==> src/rtl/perm_checker_pkg.sv <==
// Shared types, config-byte field positions and lockdown permission tables.
// Assumes permission sets are encoded {X,W,R} (bit 0 read).
package perm_checker_pkg;
    typedef logic [2:0] perm_t;

    localparam int          CFG_LOCK  = 7;
    localparam logic [1:0]  MODE_MACH = 2'd3;
    localparam perm_t       P_NONE = 3'b000, P_R = 3'b001, P_RW = 3'b011,
                            P_X = 3'b100, P_RX = 3'b101, P_RWX = 3'b111;

    // Lockdown table for machine mode, index = {lock, read, write, execute}.
    function automatic perm_t lock_mach(input logic [3:0] idx);
        case (idx)
            4'd2, 4'd3, 4'd14: return P_RW;
            4'd9, 4'd10:       return P_X;
            4'd11, 4'd13:      return P_RX;
            4'd12, 4'd15:      return P_R;
            default:           return P_NONE;
        endcase
    endfunction

    // Lockdown table for lower modes, same index.
    function automatic perm_t lock_low(input logic [3:0] idx);
        case (idx)
            4'd1, 4'd10, 4'd11: return P_X;
            4'd2, 4'd4, 4'd15:  return P_R;
            4'd3, 4'd6:         return P_RW;
            4'd5:               return P_RX;
            4'd7:               return P_RWX;
            default:            return P_NONE;
        endcase
    endfunction
endpackage

==> src/rtl/perm_resolve.sv <==
// Lowest-index-wins priority chain over entry hits, permission selection
// (classic or lockdown) and the default policy. Purely combinational.
module perm_resolve
    import perm_checker_pkg::*;
#(
    parameter int N = 16
) (
    input  logic [N-1:0]   both,
    input  logic [N-1:0]   one,
    input  logic [N*8-1:0] cfg,
    input  logic           rules_none,
    input  logic [1:0]     mode,
    input  perm_t          want,
    input  logic           lockdown,
    input  logic           deny_dflt,
    output logic           grant,
    output perm_t          allow
);
    logic       found;
    logic       is_mach;
    logic [7:0] c;
    logic [3:0] idx;

    // Walk entries low to high; first partial or full active hit decides.
    always_comb begin
        found   = 1'b0;
        grant   = 1'b0;
        allow   = P_NONE;
        is_mach = (mode == MODE_MACH);
        c       = '0;
        idx     = '0;
        if (!rules_none) begin
            for (int i = 0; i < N; i++) begin
                if (!found) begin
                    c   = cfg[i*8 +: 8];
                    idx = {c[CFG_LOCK], c[0], c[1], c[2]};
                    if (one[i]) begin
                        found = 1'b1;
                        allow = P_NONE;
                        grant = 1'b0;
                    end else if (both[i] && (c[4:3] != 2'b00)) begin
                        found = 1'b1;
                        if (!lockdown)
                            allow = (is_mach && !c[CFG_LOCK]) ? P_RWX : c[2:0];
                        else
                            allow = is_mach ? lock_mach(idx) : lock_low(idx);
                        grant = ((want & ~allow) == P_NONE);
                    end
                end
            end
        end
        if (!found) begin
            if (deny_dflt) begin
                grant = 1'b0;
                allow = P_NONE;
            end else if (lockdown) begin
                grant = is_mach && !want[2];
                allow = grant ? P_RW : P_NONE;
            end else begin
                grant = is_mach;
                allow = is_mach ? P_RWX : P_NONE;
            end
        end
    end
endmodule

==> config.mk <==
export PLATFORM = sky130hd
export DESIGN_NAME = perm_resolve
export DESIGN_NICKNAME = d
export VERILOG_FILES = /design/src/rtl/perm_checker_pkg.sv /design/src/rtl/perm_resolve.sv
export SDC_FILE = /design/constraint.sdc
export NUM_CORES = 1
export LEC_CHECK = 0
export BUFFER_PORTS_ARGS = -buffer_cell sky130_fd_sc_hd__buf_4
export CORE_MARGIN = 10
export CORE_UTILIZATION = 45
export DETAILED_ROUTE_END_ITERATION = 6
export PLACE_DENSITY = 0.84
export SLEW_MARGIN = 10
export SYNTH_ARGS = -nofsm -noshare
export SYNTH_HDL_FRONTEND = slang
export SYNTH_SLANG_ARGS = --single-unit
==> constraint.sdc <==
create_clock -name vclk -period 4.17
set_clock_uncertainty 0.15 [all_clocks]
set_input_delay 0.834 -clock vclk [all_inputs]
set_output_delay 0.834 -clock vclk [all_outputs]
set_load 0.05 [all_outputs]
==> results by group <==
Yosys
  – Distinct cells, synth: 71
  – Syn nets: 865
  – Seq/Total Area, Yosys: 0%
  – Top-count cell post-synth: nor2_1
  – Syn. warnings: 0
  – Mapped Area: 0.004168 mm2
  – Top area cells in the synthesized netlist: o21ai_0 8.4%, nor2_1 6.5%, a21oi_1 5.8%
  – Cell taking the most area after synthesis: o21ai_0
  – Syn avg cell area: 5.980 um2
  – Cells after Synth: 697
  – Synth top cells by count: 72 x nor2_1, 70 x o21ai_0, 53 x nand2_1, 48 x a21oi_1, 34 x clkbuf_1
  – Area fraction of the dominant cell type after synthesis: 8.406%

Cells and area
  – Num sequential: 0
  – # diodes: 0
  – Design area: 0.006105 mm2
  – Layout area overhead: 46.47%
  – Layout cell share with drive strength beyond 1: 33.99%
  – Clock Buffer Count: 0
  – Sequential cell area: 0 um2
  – Nets: 1038

Power and ir drop
  – Lkg Pwr: 2.493 nW
  – Cell area power density: 101.1 mW/mm2
  – Worst IR Drop VDD: 0.06775 mV

Global routing
  – Initial antenna violation count: 0
  – Largest net degree at the start of global routing: 21
  – First-pass GRT wire length: 26930 um
  – Global route total overflow: 0
  – Vias in the first global route: 5850
  – Tot GR Track Use: 23.27%

Floorplan
  – Chip width: 116.2 um
  – I/O pins: 172
  – Core Region: 0.009109 mm2
  – Site Rows: 35
  – Initial Util: 45.76%
  – Die area: 0.01351 mm2
  – Die H: 116.2 um

STA
  – Fmax: 0.2429 GHz
  – Slew @ Worst Pin: 0.5610 ns
  – Max-slew violation count: 0
  – Slew margin rel.: 62.20%
  – Period utilization: 98.74%
  – Setup tns final: 0 ns
  – Final setup viols: 0
  – Clock period minus worst slack: 4.117 ns
  – Hold Fails Final Rpt: 0

Place
  – Port Buffers: 140
  – Gpl congestion: 0.9898
  – DPL Wire Length: 13940 um
  – Placed instance area: 0.005792 mm2

Critical path
  – Crit-path slowest cell: or3_4
  – Critical path capture point type: primary output
  – Bufs and invs on worst path: 4
  – Crit path DAT: 3.13 ns
  – Slowest cell delay on critical path: 0.33 ns
  – Crit path max-delay family: simple AND/OR/NAND/NOR gates
  – Critical path cell sequence: buf_4, buf_6, buf_4, and3b_2, or3_4, a22oi_2, nand2_1, o2111ai_2, o221a_2, nor4_1, nor3_1, o21ai_2, buf_6
  – Crit-path max FO: 10
  – CP Launch Type: input pin
  – Worst EP required: 3.19 ns
  – CP Class: in2out

Outcome
  – Run status: finished, final reports clean

Routing
  – Routed WL per cell: 17.94 um
  – Post-route ant nets: 0
  – Routed vias/inst: 6.614
  – DR vias: 6475
  – Total Routed Length: 17570 um
  – DR iter-0 viols: 690
  – DRC errors left: 0
  – Drt pass-1 iters: 7

Worst hold path
  – Hold path cells: 3
  – Worst min-delay path endpoint: allow[0]
  – Hold Crit Start: rules_none
  – Hold Crit Class: in2out

Run
  – Max_cap viols: 0

Clock tree
  – Hold Buf Count CTS: 0
==> timing repair <==
item                       CTS  global route
resized for setup            9            65
setup endpoints to repair    3             4
buffers inserted             0             4
pin swaps                    3            30
==> routing by layer <==
metal	up-vias	routed length [um]	track usage (%)
met4	0	656	7.756
met2	375	8292	39.74
li1	3096	-	-
met3	67	1821	3.698
met1	2937	6797	28.93
met5	-	0	0
==> where the power goes <==
group / internal, W / leakage, nW / switching [W] / total [W]
Clock: 0 / 0 / 0 / 0
Sequential: 0 / 0 / 0 / 0
Combinational: 0.000289 / 2.49 / 0.000328 / 0.000617
Total: 0.000289 / 2.49 / 0.000328 / 0.000617
==> how the worst max path moves through the flow <==
| stage | from | end | cells after the start |
|---|---|---|---|
| floorplan | cfg[36] | allow[1] | 10 |
| global placement | one[3] | allow[1] | 12 |
| detailed placement | one[3] | allow[1] | 11 |
| CTS | one[3] | allow[1] | 12 |
| global route | mode[0] | grant | 13 |
| finish | mode[0] | grant | 13 |
==> layout by cell type, fill, tap and decap left out, types with 11 or more instances in the layout <==
master	count
nand3_1	25
nor3_1	23
nor2_1	71
o21ai_1	14
and3b_1	11
a211oi_1	12
o21ai_0	63
nor3b_1	13
a31oi_1	19
nand4_1	15
nand4b_1	11
nand2_1	50
o21a_1	13
inv_1	26
buf_4	205
a21oi_1	47
o211ai_1	12
==> metrics by stage <==
step / total power, W / cells / utilization, % / setup slack [ns] / hold slack (ns)
4_1_cts: 0.0005665 / 975 / 63.97 / 0.004951 / 1.910
3_3_place_gp: 0.0005481 / 975 / 63.59 / -0.04873 / 1.937
5_1_grt: 0.0006666 / 979 / 67.02 / -0.06417 / 1.938
2_1_floorplan: 0.0002962 / 697 / - / -0.02206 / 1.823
6_report: 0.0006172 / 979 / 67.02 / 0.05272 / 1.920
3_5_place_dp: 0.0005612 / 975 / 63.59 / -0.07379 / 1.940
==> cell type report <==
cell class | instances | area (um2)
Multi-Input combinational cell | 621 | 4114
Timing Repair Buffer | 220 | 1747
Fill cell | 789 | 3004
Tap cell | 111 | 138.9
Inverter | 27 | 105.1
==> kinds of logic (layout without fill, tap and decap cells) <==
family | after synthesis | after routing | share of synthesized area [%]
XOR/XNOR | 4 | 4 | 0.8405
buffers and inverters | 76 | 247 | 7.445
AND/OR/NAND/NOR | 309 | 309 | 41.67
AO/OA/AOI/OAI | 308 | 308 | 50.05
(Power assumes the default switching activity.)
